--- src/rtl/wsc_pkg.sv ---
// Package: shared constants and types of the eviction selector.
// Assumes: defaults are the values used by the top module.
package wsc_pkg;
    localparam int WSC_FRAMES  = 8;
    localparam int WSC_TIME_W  = 16;

    typedef enum logic {
        SC_IDLE = 1'b0,
        SC_SCAN = 1'b1
    } scan_state_t;
endpackage

--- src/rtl/wsc_age_test.sv ---
// Module: decides whether a page lies outside the working-set window.
// Assumes: timestamps wrap modulo 2^TS_W; "old" means strictly greater.
module wsc_age_test #(
    parameter int TS_W = 16
) (
    input  logic [TS_W-1:0] now,
    input  logic [TS_W-1:0] stamp,
    input  logic [TS_W-1:0] window,
    output logic            is_old
);
    logic [TS_W-1:0] age;

    // Wrapping age followed by a strict comparison against the window.
    always_comb begin
        age    = now - stamp;
        is_old = (age > window);
    end
endmodule

--- src/rtl/wsc_frame_table.sv ---
// Module: per-frame state (referenced, modified, pending, last-use stamp).
// Assumes: at most one load, one access, one completion, one scan clear
// and one pending-set per cycle; load has top priority on every field.
module wsc_frame_table #(
    parameter int NF    = 8,
    parameter int TS_W  = 16,
    parameter int IDX_W = 3
) (
    input  logic                     clk,
    input  logic                     rst_n,
    input  logic [TS_W-1:0]          now,
    input  logic                     acc_valid,
    input  logic [IDX_W-1:0]         acc_frame,
    input  logic                     acc_write,
    input  logic                     load_valid,
    input  logic [IDX_W-1:0]         load_frame,
    input  logic                     wbd_valid,
    input  logic [IDX_W-1:0]         wbd_frame,
    input  logic                     clr_en,
    input  logic [IDX_W-1:0]         clr_frame,
    input  logic                     pend_en,
    input  logic [IDX_W-1:0]         pend_frame,
    output logic [NF-1:0]            ref_vec,
    output logic [NF-1:0]            dirty_vec,
    output logic [NF-1:0]            pend_vec,
    output logic [NF-1:0][TS_W-1:0]  stamp_vec
);
    for (genvar g = 0; g < NF; g++) begin : g_frame
        logic hit_ld, hit_acc, hit_wbd, hit_clr, hit_pend;

        // Decode which strobes address this frame.
        always_comb begin
            hit_ld   = load_valid && (load_frame == IDX_W'(g));
            hit_acc  = acc_valid  && (acc_frame  == IDX_W'(g));
            hit_wbd  = wbd_valid  && (wbd_frame  == IDX_W'(g));
            hit_clr  = clr_en     && (clr_frame  == IDX_W'(g));
            hit_pend = pend_en    && (pend_frame == IDX_W'(g));
        end

        // Referenced flag: load clears, access sets, scan clears.
        always_ff @(posedge clk) begin
            if (!rst_n)        ref_vec[g] <= 1'b0;
            else if (hit_ld)   ref_vec[g] <= 1'b0;
            else if (hit_acc)  ref_vec[g] <= 1'b1;
            else if (hit_clr)  ref_vec[g] <= 1'b0;
        end

        // Last-use stamp: refreshed on load and on a scan clear.
        always_ff @(posedge clk) begin
            if (!rst_n)                 stamp_vec[g] <= '0;
            else if (hit_ld || hit_clr) stamp_vec[g] <= now;
        end

        // Modified flag: load clears, write sets, completion clears.
        always_ff @(posedge clk) begin
            if (!rst_n)                     dirty_vec[g] <= 1'b0;
            else if (hit_ld)                dirty_vec[g] <= 1'b0;
            else if (hit_acc && acc_write)  dirty_vec[g] <= 1'b1;
            else if (hit_wbd)               dirty_vec[g] <= 1'b0;
        end

        // Pending flag: set on issue, cleared by load or completion.
        always_ff @(posedge clk) begin
            if (!rst_n)                   pend_vec[g] <= 1'b0;
            else if (hit_ld || hit_wbd)   pend_vec[g] <= 1'b0;
            else if (hit_pend)            pend_vec[g] <= 1'b1;
        end
    end
endmodule

--- src/rtl/wsc_clean_pick.sv ---
// Module: finds the first clean frame in ring order from a start index.
// Assumes: purely combinational; idx equals start when nothing is clean.
module wsc_clean_pick #(
    parameter int NF    = 8,
    parameter int IDX_W = 3
) (
    input  logic [NF-1:0]    dirty_vec,
    input  logic [IDX_W-1:0] start,
    output logic             found,
    output logic [IDX_W-1:0] idx
);
    // Ring-ordered priority search over the modified flags.
    always_comb begin
        found = 1'b0;
        idx   = start;
        for (int k = 0; k < NF; k++) begin
            int p;
            p = int'(start) + k;
            if (p >= NF) p = p - NF;
            if (!found && !dirty_vec[IDX_W'(p)]) begin
                found = 1'b1;
                idx   = IDX_W'(p);
            end
        end
    end
endmodule

--- src/rtl/wsc_scan_ctrl.sv ---
// Module: hand pointer and search sequencer, one frame per cycle.
// Assumes: frame state comes from the table; age of the frame under the
// hand is supplied; a same-cycle access to that frame counts as a reference.
module wsc_scan_ctrl
    import wsc_pkg::*;
#(
    parameter int NF    = 8,
    parameter int IDX_W = 3
) (
    input  logic             clk,
    input  logic             rst_n,
    input  logic             evict_req,
    input  logic [NF-1:0]    ref_vec,
    input  logic [NF-1:0]    dirty_vec,
    input  logic [NF-1:0]    pend_vec,
    input  logic             hand_old,
    input  logic             acc_hit,
    input  logic             pick_found,
    input  logic [IDX_W-1:0] pick_idx,
    output logic [IDX_W-1:0] hand,
    output logic [IDX_W-1:0] hand_nxt,
    output logic             busy,
    output logic             clr_en,
    output logic             pend_en,
    output logic             wb_req_valid,
    output logic [IDX_W-1:0] wb_req_frame,
    output logic             victim_valid,
    output logic [IDX_W-1:0] victim_frame
);
    scan_state_t      state;
    logic [IDX_W-1:0] lap_cnt;
    logic             lap_sched;
    logic             eff_ref, take_here, issue_wb, lap_end;
    logic             go_on, fallback, take_any;
    logic [IDX_W-1:0] take_idx;

    function automatic logic [IDX_W-1:0] ring_inc(input logic [IDX_W-1:0] x);
        return (x == IDX_W'(NF - 1)) ? '0 : x + 1'b1;
    endfunction

    // Per-cycle decision for the frame under the hand.
    always_comb begin
        busy      = (state == SC_SCAN);
        hand_nxt  = ring_inc(hand);
        eff_ref   = ref_vec[hand] || acc_hit;
        take_here = !eff_ref && hand_old && !dirty_vec[hand];
        issue_wb  = !eff_ref && hand_old && dirty_vec[hand] && !pend_vec[hand];
        lap_end   = (lap_cnt == IDX_W'(NF - 1));
        go_on     = lap_sched || issue_wb || (|pend_vec);
        fallback  = lap_end && !take_here && !go_on;
        take_any  = busy && (take_here || fallback);
        take_idx  = take_here ? hand : (pick_found ? pick_idx : hand_nxt);
        clr_en    = busy && eff_ref;
        pend_en   = busy && issue_wb;
    end

    // Sequencer state, lap bookkeeping and hand movement.
    always_ff @(posedge clk) begin
        if (!rst_n) begin
            state     <= SC_IDLE;
            hand      <= '0;
            lap_cnt   <= '0;
            lap_sched <= 1'b0;
        end else if (state == SC_IDLE) begin
            if (evict_req) begin
                state     <= SC_SCAN;
                lap_cnt   <= '0;
                lap_sched <= 1'b0;
            end
        end else begin
            if (take_any) begin
                state <= SC_IDLE;
                hand  <= ring_inc(take_idx);
            end else begin
                hand <= hand_nxt;
            end
            lap_cnt   <= lap_end ? '0 : lap_cnt + 1'b1;
            lap_sched <= lap_end ? 1'b0 : (lap_sched || issue_wb);
        end
    end

    // Registered output strobes.
    always_ff @(posedge clk) begin
        if (!rst_n) begin
            victim_valid <= 1'b0;
            victim_frame <= '0;
            wb_req_valid <= 1'b0;
            wb_req_frame <= '0;
        end else begin
            victim_valid <= take_any;
            wb_req_valid <= pend_en;
            if (take_any) victim_frame <= take_idx;
            if (pend_en)  wb_req_frame <= hand;
        end
    end
endmodule

--- src/rtl/wsclock_victim_engine.sv ---
// Module: top of the eviction selector; ties table, age test, clean
// picker and sequencer together.
// Assumes: one strobe of each kind per cycle; the host loads the victim.
module wsclock_victim_engine #(
    parameter int NF    = wsc_pkg::WSC_FRAMES,
    parameter int TS_W  = wsc_pkg::WSC_TIME_W,
    localparam int IDX_W = $clog2(NF)
) (
    input  logic             clk,
    input  logic             rst_n,
    input  logic [TS_W-1:0]  cur_time,
    input  logic [TS_W-1:0]  tau,
    input  logic             evict_req,
    input  logic             acc_valid,
    input  logic [IDX_W-1:0] acc_frame,
    input  logic             acc_write,
    input  logic             load_valid,
    input  logic [IDX_W-1:0] load_frame,
    input  logic             wb_done_valid,
    input  logic [IDX_W-1:0] wb_done_frame,
    output logic             wb_req_valid,
    output logic [IDX_W-1:0] wb_req_frame,
    output logic             victim_valid,
    output logic [IDX_W-1:0] victim_frame,
    output logic             busy
);
    logic [NF-1:0]           ref_vec, dirty_vec, pend_vec;
    logic [NF-1:0][TS_W-1:0] stamp_vec;
    logic [IDX_W-1:0]        hand_w, hand_nxt_w, pick_idx;
    logic                    hand_old, acc_hit, pick_found;
    logic                    clr_en, pend_en;
    logic [TS_W-1:0]         hand_stamp;

    // Stamp of the frame under the hand and same-cycle access detection.
    always_comb begin
        hand_stamp = stamp_vec[hand_w];
        acc_hit    = acc_valid && (acc_frame == hand_w);
    end

    wsc_frame_table #(.NF(NF), .TS_W(TS_W), .IDX_W(IDX_W)) u_table (
        .clk        (clk),
        .rst_n      (rst_n),
        .now        (cur_time),
        .acc_valid  (acc_valid),
        .acc_frame  (acc_frame),
        .acc_write  (acc_write),
        .load_valid (load_valid),
        .load_frame (load_frame),
        .wbd_valid  (wb_done_valid),
        .wbd_frame  (wb_done_frame),
        .clr_en     (clr_en),
        .clr_frame  (hand_w),
        .pend_en    (pend_en),
        .pend_frame (hand_w),
        .ref_vec    (ref_vec),
        .dirty_vec  (dirty_vec),
        .pend_vec   (pend_vec),
        .stamp_vec  (stamp_vec)
    );

    wsc_age_test #(.TS_W(TS_W)) u_age (
        .now    (cur_time),
        .stamp  (hand_stamp),
        .window (tau),
        .is_old (hand_old)
    );

    wsc_clean_pick #(.NF(NF), .IDX_W(IDX_W)) u_pick (
        .dirty_vec (dirty_vec),
        .start     (hand_nxt_w),
        .found     (pick_found),
        .idx       (pick_idx)
    );

    wsc_scan_ctrl #(.NF(NF), .IDX_W(IDX_W)) u_ctrl (
        .clk          (clk),
        .rst_n        (rst_n),
        .evict_req    (evict_req),
        .ref_vec      (ref_vec),
        .dirty_vec    (dirty_vec),
        .pend_vec     (pend_vec),
        .hand_old     (hand_old),
        .acc_hit      (acc_hit),
        .pick_found   (pick_found),
        .pick_idx     (pick_idx),
        .hand         (hand_w),
        .hand_nxt     (hand_nxt_w),
        .busy         (busy),
        .clr_en       (clr_en),
        .pend_en      (pend_en),
        .wb_req_valid (wb_req_valid),
        .wb_req_frame (wb_req_frame),
        .victim_valid (victim_valid),
        .victim_frame (victim_frame)
    );
endmodule

--- config.mk ---
export PLATFORM = sky130hd
export DESIGN_NAME = wsclock_victim_engine
export DESIGN_NICKNAME = d
export VERILOG_FILES = /design/src/rtl/wsc_pkg.sv /design/src/rtl/wsc_age_test.sv /design/src/rtl/wsc_frame_table.sv /design/src/rtl/wsc_clean_pick.sv /design/src/rtl/wsc_scan_ctrl.sv /design/src/rtl/wsclock_victim_engine.sv
export SDC_FILE = /design/constraint.sdc
export NUM_CORES = 1
export LEC_CHECK = 0
export CAP_MARGIN = 25
export CORE_ASPECT_RATIO = 0.7
export CORE_MARGIN = 4
export CORE_UTILIZATION = 58
export DETAILED_ROUTE_END_ITERATION = 8
export DONT_BUFFER_PORTS = 1
export PLACE_DENSITY = 0.76
export SLEW_MARGIN = 20
export SYNTH_ARGS = -nofsm -noshare
export SYNTH_HDL_FRONTEND = slang
export SYNTH_SLANG_ARGS = --single-unit
--- constraint.sdc ---
create_clock -name clk -period 6.2 [get_ports clk]
set_input_delay 0.62 -clock clk [delete_from_list [all_inputs] [get_ports clk]]
set_output_delay 0.62 -clock clk [all_outputs]
set_load 0.02 [all_outputs]
==> summary.txt, run 1 <==
Logic synthesis
  – Post-synthesis cell area: 9700 µm²
  – Synth Instances: 990
  – Seq/Total Area, Yosys: 34.7%
  – Synth async-reset ratio: 0%
  – Synth Flop Type: dfxtp_1
  – Post-Syn Nets: 1,082
  – Yosys warns: 0
  – Number of flops mapped to enable cells by yosys: 0
  – Syn avg cell area: 9.79 µm²
  – Yosys reg bits: 168
  – Distinct cell type count after synthesis: 81

Global route
  – Largest net degree at the start of global routing: 76
  – Vias in the first global route: roughly 7,300
  – Antenna violations before repair: 0
  – First-pass GRT wire length: 39.4 mm
  – Gr ovfl total: 0
  – GR Util All Layers: 26.6%

STA
  – FMAX: ~170 MHz
  – Final clock skew: 0.0122 ns
  – Min Tclk post-route: 5.86 ns
  – Final worst path period share: 94.6%
  – Worst slew pin tran: roughly 1 ns
  – RSZ-0062 raised after global routing: no
  – Worst slew margin: between 30% and 40%
  – Final hold vios: 0
  – Setup TNS: 0 ns
  – Hold_ws: 0.331 ns
  – Final setup viols: 0
  – Final Max Tran Viols: 0

Detailed routing
  – Final ANT Viol Nets: 0
  – Post-DR wirelength/cell: 20.6 µm
  – Drt pass-1 iters: 5
  – DR iter-0 viols: approximately 810
  – Vias: 7,465
  – Post-route DRC violation count: 0
  – Total wire length: approximately 25 mm
  – Mean number of vias per cell: approximately 6.3

Floorplan
  – Row count: 39
  – Die X: 163 µm
  – Num ports: 57
  – Die Y: between 100 and 150 µm
  – Core box area: about 16,000 µm²
  – Die area: between 15,000 and 20,000 µm²
  – Initial core utilization: between 50% and 60%

Clock tree
  – # Post-CTS Setup Buffers: 0
  – Clock tree from TritonCTS: done
  – Worst skew pair latency: between 0.4 and 0.5 ns
  – Worst-path clk slew: ~0.070 ns
  – Maximum clock insertion buffer count: 2
  – H-tree depth: 4
  – Clock Tree Root: clkbuf_16
  – Sink Count: roughly 170
  – Num CTS Buffers: 17

Min path
  – Hold Crit Class: input port to flop

Placed design
  – RD Place Congestion: 0.966
  – Placed Cells: 1,162
  – DPL Wire Length: 17.0 mm
  – I/O Buffers: 0

Setup path
  – Critical Path AT: 6.20 ns
  – Crit-path max FO: 6
  – Crit path capture type: flop
  – Startpoint types: flop
  – Critical setup path kind: flop to flop
  – CP required: ~6.5 ns

Cells and area
  – Commonest cells after routing, fill and taps aside: nor2_1, dfxtp_1, mux2i_1
  – Fill cells: about 1,300
  – Final Non-Filler Cells: between 1,000 and 1,500
  – Layout Area Growth over Synthesis: 7.38%
  – Commonest non-fill, non-tap cell in the layout: nor2_1
  – Layout cell share with drive strength beyond 1: 13.5%
  – Ant. Diodes: 0
  – Nets@finish: roughly 1,000

Run status
  – Outcome: complete, no violations

Pwr
  – Leak: ~4.8 nW
  – Overall power: around 0.0035 W
  – Worst IR Drop VDD: 0.180 mV
  – Power per cell area: 332 nW/µm²

Job
  – # Max-Cap Violations: 0
registers in the layout (all words and copies together) (netlist names):
register / count
u_table.stamp_vec: 128
u_table.dirty_vec: 8
u_table.pend_vec: 8
u_table.ref_vec: 8
u_ctrl.hand: 3
u_ctrl.lap_cnt: 3
u_ctrl.victim_frame: 3
u_ctrl.wb_req_frame: 3
u_ctrl.busy: 1
u_ctrl.lap_sched: 1
u_ctrl.victim_valid: 1
u_ctrl.wb_req_valid: 1
synthesized netlist by cell type, types with 3 or more instances:
cell type,count,area share (%)
nor2_1,175,6.8
dfxtp_1,168,35
mux2i_1,149,15
mux4_2,46,11
clkbuf_1,45,1.7
ha_1,43,5.5
a21oi_1,39,2.0
nand2_1,30,1.2
inv_1,25,0.97
o21ai_0,25,1.3
nor3_1,19,0.98
nand3_1,16,0.83
nand2b_1,15,0.97
buf_4,10,0.77
a31oi_1,9,0.58
nor2b_1,9,0.58
xnor2_1,9,0.81
a21o_1,8,0.62
buf_6,8,0.93
or3_1,8,0.52
o21a_1,7,0.54
a211oi_1,6,0.46
a32oi_1,6,0.54
and2_1,6,0.39
and3_1,6,0.39
buf_1,6,0.23
nand4_1,6,0.39
xor2_1,6,0.54
nor3b_1,5,0.39
o21bai_1,5,0.39
a211o_1,4,0.36
buf_2,4,0.21
clkinv_1,3,0.12
layout make-up:
| type | count | area (µm²) | area share, % |
|---|---|---|---|
| Multi-Input combinational cell | 719 | 5880 | 56.5 |
| Sequential cell | 168 | 3370 | 32.3 |
| Clock buffer | 19 | 443 | 4.25 |
| Tap cell | 225 | 282 | 2.70 |
| Clock inverter | 13 | 169 | 1.62 |
| Timing Repair Buffer | 20 | 158 | 1.51 |
| Inverter | 30 | 115 | 1.11 |
per-layer routing:
metal  up-vias  part of all wire (%)  global-route usage [%]
met1      3606                    46                    39.8
li1       3478                     -                       -
met5         -                     0                       0
met3        26                    11                    7.13
met4         0                   1.0                    7.04
met2       355                    42                    38.4
timing repair:
action / 4_1_cts / 5_1_grt
hold buffers: 0 / 0
resized for setup: 0 / 9
setup endpoints to repair: 0 / 3
per-stage QoR:
step | setup WS [ns] | area, µm² | utilization, %
2_1_floorplan | 0.0430 | 9700 | -
6_report | 0.338 | 10400 | 63.7
3_5_place_dp | 0.238 | 9780 | 59.8
3_3_place_gp | 0.420 | 9780 | 59.8
4_1_cts | 0.210 | 10400 | 63.6
5_1_grt | 0.00840 | 10400 | 63.7
report_power, final:
part / switching [W] / leakage [nW] / internal, W
Combinational: 0.000668 / 3.12 / 0.000503
Clock: 0.000453 / 0.292 / 0.000650
Sequential: 0.0000549 / 1.36 / 0.00112
cells by family after synthesis:
family / Yosys count / synth area share (%)
compound gates: 145 / 10.5
xor+xnor: 18 / 1.86
fa+ha+maj: 44 / 5.75
buf+inv: 103 / 5.05
flops: 168 / 34.7
mux: 202 / 27.4
simple gates: 310 / 14.7
worst paths after layout:
| path | start | end | slack (ns) | cells after the start |
|---|---|---|---|---|
| setup / recovery | u_ctrl.hand[0] | u_ctrl.hand[0] | 0.34 | 23 |
| hold / removal | acc_frame[0] | u_table.ref_vec[7] | 0.33 | 2 |
| setup reg to reg | u_ctrl.hand[0] | u_ctrl.hand[0] | 0.34 | 23 |
| hold reg to reg | u_table.ref_vec[7] | u_table.ref_vec[7] | 0.46 | 2 |
worst max-delay path, cell delays in order (launching register included):
cell and delay [ns]:
dfxtp_2 0.43, mux4_2 0.53, mux2i_1 0.26, ha_1 0.28, nor2b_1 0.12, o21ai_0 0.22, a21oi_1 0.14, o21bai_1 0.25
a21boi_1 0.19, or3_1 0.35, a21oi_1 0.21, xnor2_1 0.15, ha_1 0.28, a21oi_1 0.15, o21ai_0 0.13, a221o_1 0.39
o211ai_1 0.28, or2_4 0.22, nor2_1 0.05, a211o_1 0.26, ha_1 0.21, ha_1 0.18, or3_1 0.37, o22ai_1 0.15
Note: power is estimated with default switching activity, not from simulation.
==> run 2, diff against run 1 <==
Settings changed: CORE_UTILIZATION 58 to 60.
Clock period 6.2 ns to 6.9 ns, I/O delays scaled along.
==> run 2 against run 1 <==
Maximum frequency down 5.5%; final area down 0.59%; combinational power down 15%; critical path depth unchanged; critical endpoint unchanged; largest cell class unchanged.
==> summary.txt, run 2 (synthesis gave the netlist of run 1 again) <==
Pwr
  – Leak: 4.76 nW (was 4.78 nW)
  – Power per cell area: 301 nW/µm² (was 332 nW/µm²)
  – Worst IR Drop VDD: 0.164 mV (was 0.180 mV)

Clock tree
  – Num CTS Buffers: 17 (unchanged)
  – Maximum clock insertion buffer count: 2 (unchanged)
  – Sink Count: 168 (unchanged)
  – Clock tree from TritonCTS: done (unchanged)
  – # hold bufs at CTS: 0 (unchanged)
  – Worst skew pair latency: 0.44 ns (was 0.43 ns)
  – H-tree depth: 4 (unchanged)
  – Worst-path clk slew: 0.07 ns (about the same)
  – # Post-CTS Setup Buffers: 0 (unchanged)
  – Post-CTS Resized: 0 (unchanged)
  – Clock Tree Root: clkbuf_16 (unchanged)

Detailed routing
  – Total wire length: 24.0 mm (was 24.7 mm)
  – Vias: 7,480 (was 7,465)
  – Mean number of vias per cell: 6.43 (was 6.25)
  – DR iter-0 viols: 793 (was 812)
  – Post-DR wirelength/cell: 20.6 µm (about the same)
  – Post-route DRC violation count: 0 (unchanged)
  – Final ANT Viol Nets: 0 (unchanged)
  – Drt pass-1 iters: 7 (was 5)

STA
  – Worst slew margin: 32.8% (was 33.5%)
  – RSZ-0062 raised after global routing: no (unchanged)
  – Final setup viols: 0 (unchanged)
  – Setup TNS: 0 ns (unchanged)
  – Final worst path period share: 89.9% (was 94.6%)
  – Min Tclk post-route: 6.20 ns (was 5.86 ns)
  – Final clock skew: 0.0139 ns (was 0.0122 ns)
  – Worst slew pin tran: 1.01 ns (was 0.996 ns)
  – Setup ws final: 0.698 ns (was 0.338 ns)
  – Final Max Tran Viols: 0 (unchanged)
  – FMAX: 161 MHz (was 171 MHz)
  – Final hold vios: 0 (unchanged)

Job
  – # Max-Cap Violations: 0 (unchanged)

Setup path
  – CP required: 7.26 ns (was 6.54 ns)
  – Critical setup path kind: flop to flop (unchanged)
  – Critical Path AT: 6.56 ns (was 6.20 ns)
  – Startpoint types: flop (unchanged)
  – Crit path capture type: flop (unchanged)
  – Crit-path max FO: 18 (was 6)

Cells and area
  – Final Non-Filler Cells: 1,164 (was 1,194)
  – Largest register FFs: 128 (unchanged)
  – Ant. Diodes: 0 (unchanged)
  – Layout Area Growth over Synthesis: 6.75% (was 7.38%)
  – Commonest cells after routing, fill and taps aside: nor2_1, dfxtp_1, mux2i_1 (unchanged)
  – Nets@finish: 1,043 (was 1,048)
  – Largest Register: u_table.stamp_vec (unchanged)
  – Final cell area excluding filler cells: 10,400 µm² (about the same)
  – Layout cell share with drive strength beyond 1: 12.9% (was 13.5%)
  – Commonest non-fill, non-tap cell in the layout: nor2_1 (unchanged)

Floorplan
  – Row count: 38 (was 39)
  – Die X: 160 µm (was 163 µm)
  – Initial core utilization: 61.8% (was 59.3%)
  – Core box area: 15,700 µm² (was 16,300 µm²)
  – Num ports: 57 (unchanged)
  – Die Y: 114 µm (was 116 µm)
  – Die area: 18,300 µm² (was 18,900 µm²)

Global route
  – Vias in the first global route: 7,101 (was 7,266)
  – Largest net degree at the start of global routing: 77 (was 76)
  – First-pass GRT wire length: 38.4 mm (was 39.4 mm)
  – GR Util All Layers: 26.5% (was 26.6%)
  – Antenna violations before repair: 0 (unchanged)
  – Gr ovfl total: 0 (unchanged)

Placed design
  – DPL Wire Length: 16.2 mm (was 17.0 mm)
  – RD Place Congestion: 0.911 (was 0.966)
  – Placed Cells: 1,132 (was 1,162)
  – Pre-CTS setup slack: 0.703 ns (was 0.238 ns)
  – Placed cell areas: 9710 µm² (was 9780 µm²)
  – I/O Buffers: 0 (unchanged)

Run status
  – Outcome: complete, no violations (unchanged)

Min path
  – Hold Crit Class: input port to flop (unchanged)
## run 2: cell types whose count changed in the layout (fill, tap and decap cells not counted), moves of 2 or more
cell / change
a21oi_2: -2
buf_6: -2
a21oi_1: +2
inv_6: -2
buf_4: -3
inv_8: +3
## run 2: power by group
part           internal (W)  switching [W]
sequential          0.00101      0.0000626
clock              0.000616       0.000427
combinational      0.000434       0.000568
## run 2: final timing paths
kind	start	to	slack [ns]	cells after the start
worst max-delay path	u_ctrl.hand[0]	u_ctrl.hand[0]	0.70	23
worst min-delay path	acc_frame[0]	u_table.ref_vec[7]	0.39	2
worst max register to register	u_ctrl.hand[0]	u_ctrl.hand[0]	0.70	23
worst min register to register	u_table.ref_vec[7]	u_table.ref_vec[7]	0.47	2
## run 2: area by class of cell
cell class                 instances  area (µm²)
timing repair buffer              15         113
clock buffer                      17         425
clock inverter                    15         215
sequential                       168        3370
inverter                          30         115
multi-input combinational        719        5870
fill                            1231        5340
tap                              200         250
## run 2: metrics by stage
stage | hold WS (ns) | utilization (%) | power (W)
6_report | 0.391 | 66.0 | 0.00312
4_1_cts | 0.380 | 66.0 | 0.00311
5_1_grt | 0.387 | 66.0 | 0.00326
2_1_floorplan | 0.433 | - | 0.00188
3_3_place_gp | 0.451 | 61.9 | 0.00206
3_5_place_dp | 0.453 | 61.9 | 0.00207
## run 2: routing by layer
| metal | GRT usage, % | share of wire (%) |
|---|---|---|
| met5 | 0 | 0 |
| met4 | 6.70 | 1.3 |
| met3 | 6.23 | 8.7 |
| met2 | 39.2 | 43 |
| met1 | 39.3 | 47 |
## run 2: critical path, stage by stage, from the launching register on
cell and delay, ns:
dfxtp_2 0.69, mux4_2 0.57, mux2i_1 0.25, ha_1 0.28, nor2b_1 0.13, o21ai_0 0.21, a21oi_1 0.13, o21bai_1 0.21
a21boi_0 0.20, o311ai_0 0.44, mux2i_1 0.23, nor2_1 0.07, ha_1 0.29, nand4_1 0.15, or3_1 0.39, a21oi_1 0.20
o211ai_1 0.18, nor2_1 0.19, a31oi_1 0.06, a211o_1 0.35, ha_1 0.21, ha_1 0.18, or3_1 0.36, o22ai_1 0.13
==> run 3, diff against run 2 <==
Settings changed: CELL_PAD_IN_SITES_DETAIL_PLACEMENT from default to 1, CELL_PAD_IN_SITES_GLOBAL_PLACEMENT from default to 2, CORE_UTILIZATION 60 to 45, PLACE_DENSITY 0.76 to default, PLACE_DENSITY_LB_ADDON from default to 0.1.
==> run 3 against run 2 <==
Final cell count up 6.6%; combinational power up 7%; global-route usage down 1.8 points; register-to-register slack worse by 0.24 ns; via count up 1.5%; sequential share of layout area down 0.18 points; utilization down 16 points; clock skew down 0.0051 ns; flip-flop and latch count unchanged; clock power down 7%; first-iteration DRC count down 20%; sequential power about the same.
==> summary.txt, run 3 (synthesis gave the netlist of run 1 again) <==
STA
  – Worst slew pin tran: 1.00 ns (was 1.01 ns)
  – Hold_ws: 0.407 ns (was 0.391 ns)
  – FMAX: 155 MHz (was 161 MHz)
  – Min Tclk post-route: 6.44 ns (was 6.20 ns)
  – Final clock skew: 0.00875 ns (was 0.0139 ns)
  – Final setup viols: 0 (unchanged)
  – Final worst path period share: 93.3% (was 89.9%)
  – Worst slew margin: 33.0% (was 32.8%)
  – Setup TNS: 0 ns (unchanged)
  – Final Max Tran Viols: 0 (unchanged)
  – Final hold vios: 0 (unchanged)
  – RSZ-0062 raised after global routing: no (unchanged)
  – Setup ws final: 0.462 ns (was 0.698 ns)

Cells and area
  – Fill cells: 2,324 (was 1,231)
  – Layout Area Growth over Synthesis: 7.41% (was 6.75%)
  – Ant. Diodes: 0 (unchanged)
  – Commonest non-fill, non-tap cell in the layout: nor2_1 (unchanged)
  – Final Non-Filler Cells: 1,241 (was 1,164)
  – Largest register FFs: 128 (unchanged)
  – Nets@finish: 1,044 (was 1,043)
  – Commonest cells after routing, fill and taps aside: nor2_1, dfxtp_1, mux2i_1 (unchanged)
  – Largest Register: u_table.stamp_vec (unchanged)
  – Layout cell share with drive strength beyond 1: 12.8% (was 12.9%)

Detailed routing
  – Post-DR wirelength/cell: 23.7 µm (was 20.6 µm)
  – Total wire length: 29.4 mm (was 24.0 mm)
  – Drt pass-1 iters: 5 (was 7)
  – Mean number of vias per cell: 6.12 (was 6.43)
  – Post-route DRC violation count: 0 (unchanged)
  – Final ANT Viol Nets: 0 (unchanged)
  – Vias: 7,589 (was 7,480)
  – DR iter-0 viols: 638 (was 793)

Floorplan
  – Die X: 183 µm (was 160 µm)
  – Initial core utilization: 46.2% (was 61.8%)
  – Die area: 24,000 µm² (was 18,300 µm²)
  – Num ports: 57 (unchanged)
  – Core box area: 21,000 µm² (was 15,700 µm²)
  – Die Y: 131 µm (was 114 µm)
  – Row count: 44 (was 38)

Clock tree
  – Clock tree from TritonCTS: done (unchanged)
  – Maximum clock insertion buffer count: 2 (unchanged)
  – H-tree depth: 4 (unchanged)
  – Sink Count: 168 (unchanged)
  – Worst-path clk slew: 0.07 ns (about the same)
  – Clock Tree Root: clkbuf_16 (unchanged)
  – # Post-CTS Setup Buffers: 0 (unchanged)
  – Worst skew pair latency: 0.43 ns (was 0.44 ns)
  – # hold bufs at CTS: 0 (unchanged)
  – Num CTS Buffers: 17 (unchanged)

Setup path
  – Crit-path max FO: 16 (was 18)
  – CP required: 7.24 ns (was 7.26 ns)
  – Critical setup path kind: flop to flop (unchanged)
  – Crit path capture type: flop (unchanged)
  – Critical Path AT: 6.78 ns (was 6.56 ns)
  – Startpoint types: flop (unchanged)

Global route
  – First-pass GRT wire length: 46.3 mm (was 38.4 mm)
  – Largest net degree at the start of global routing: 95 (was 77)
  – Gr ovfl total: 0 (unchanged)
  – GR Util All Layers: 24.7% (was 26.5%)
  – Vias in the first global route: 8,074 (was 7,101)
  – Antenna violations before repair: 0 (unchanged)

Run status
  – Outcome: complete, no violations (unchanged)

Placed design
  – I/O Buffers: 0 (unchanged)
  – Placed Cells: 1,209 (was 1,132)
  – RD Place Congestion: 0.874 (was 0.911)
  – Pre-CTS setup slack: 0.516 ns (was 0.703 ns)
  – DPL Wire Length: 20.8 mm (was 16.2 mm)

Min path
  – Hold Crit Class: input port to flop (unchanged)

Pwr
  – Power per cell area: 298 nW/µm² (was 301 nW/µm²)
  – Worst IR Drop VDD: 0.216 mV (was 0.164 mV)
  – Leak: 4.74 nW (was 4.76 nW)

Job
  – # Max-Cap Violations: 0 (unchanged)
[run 3: timing repair]
item / in CTS / in global routing
endpoints found under the hold margin: 0 / 0
gates resized for setup: 0 / 1
endpoints found under the setup margin: 0 / 2
[run 3: per-layer routing]
metal / vias up / share of wire [%] / track usage, %
met2: 203 / 45 / 39.4
met3: 31 / 4.8 / 4.57
met4: 0 / 1.6 / 5.91
li1: 3470 / - / -
met1: 3885 / 49 / 35.1
met5: - / 0 / 0
[run 3: layout make-up]
| class | count | area, µm² | share of cell area, % |
|---|---|---|---|
| Inverter | 30 | 115 | 1.11 |
| Multi-Input combinational cell | 719 | 5870 | 56.3 |
| Tap cell | 276 | 345 | 3.32 |
| Clock inverter | 12 | 143 | 1.37 |
| Clock buffer | 20 | 457 | 4.38 |
| Timing Repair Buffer | 16 | 120 | 1.15 |
| Sequential cell | 168 | 3370 | 32.3 |
[run 3: worst max-delay path, cell delays in order, from the launching register on]
cell and delay, ns:
dfxtp_2 0.65, clkinv_1 0.48, mux2i_1 0.27, fa_1 0.47, a21o_1 0.19, a21o_1 0.20, a21oi_1 0.23, o21ai_0 0.21
a211o_1 0.31, a31o_2 0.24, a21oi_1 0.17, xnor2_1 0.09, ha_1 0.29, nand4_1 0.15, or3_1 0.40, a21oi_1 0.18
o211ai_1 0.24, nor2_1 0.24, nor4_1 0.10, a211o_1 0.33, ha_1 0.22, ha_1 0.20, or3_1 0.37, o22ai_1 0.12
[run 3: path summary, 6_finish.rpt]
check	start	end	slack, ns	cells after the start
setup reg to reg	u_ctrl.hand[1]	u_ctrl.hand[0]	0.46	23
setup / recovery	u_ctrl.hand[1]	u_ctrl.hand[0]	0.46	23
hold / removal	acc_write	u_table.dirty_vec[1]	0.41	2
hold reg to reg	u_table.stamp_vec[116]	u_table.stamp_vec[116]	0.50	2
[run 3: power by group]
part	leakage (nW)	internal [W]	switching [W]	total [W]
Clock	0.285	0.000559	0.000414	0.000972
Combinational	3.10	0.000437	0.000628	0.00107
Sequential	1.36	0.00101	0.0000593	0.00107
Total	4.75	0.00201	0.00110	0.00311
[run 3: metrics by stage]
step	total power, W	util, %	area (µm²)
after floorplan	0.00188	-	9700
after global placement	0.00210	46.8	9810
after detailed placement	0.00214	46.8	9810
after CTS	0.00312	49.6	10400
after global routing	0.00326	49.7	10400
final	0.00311	49.7	10400
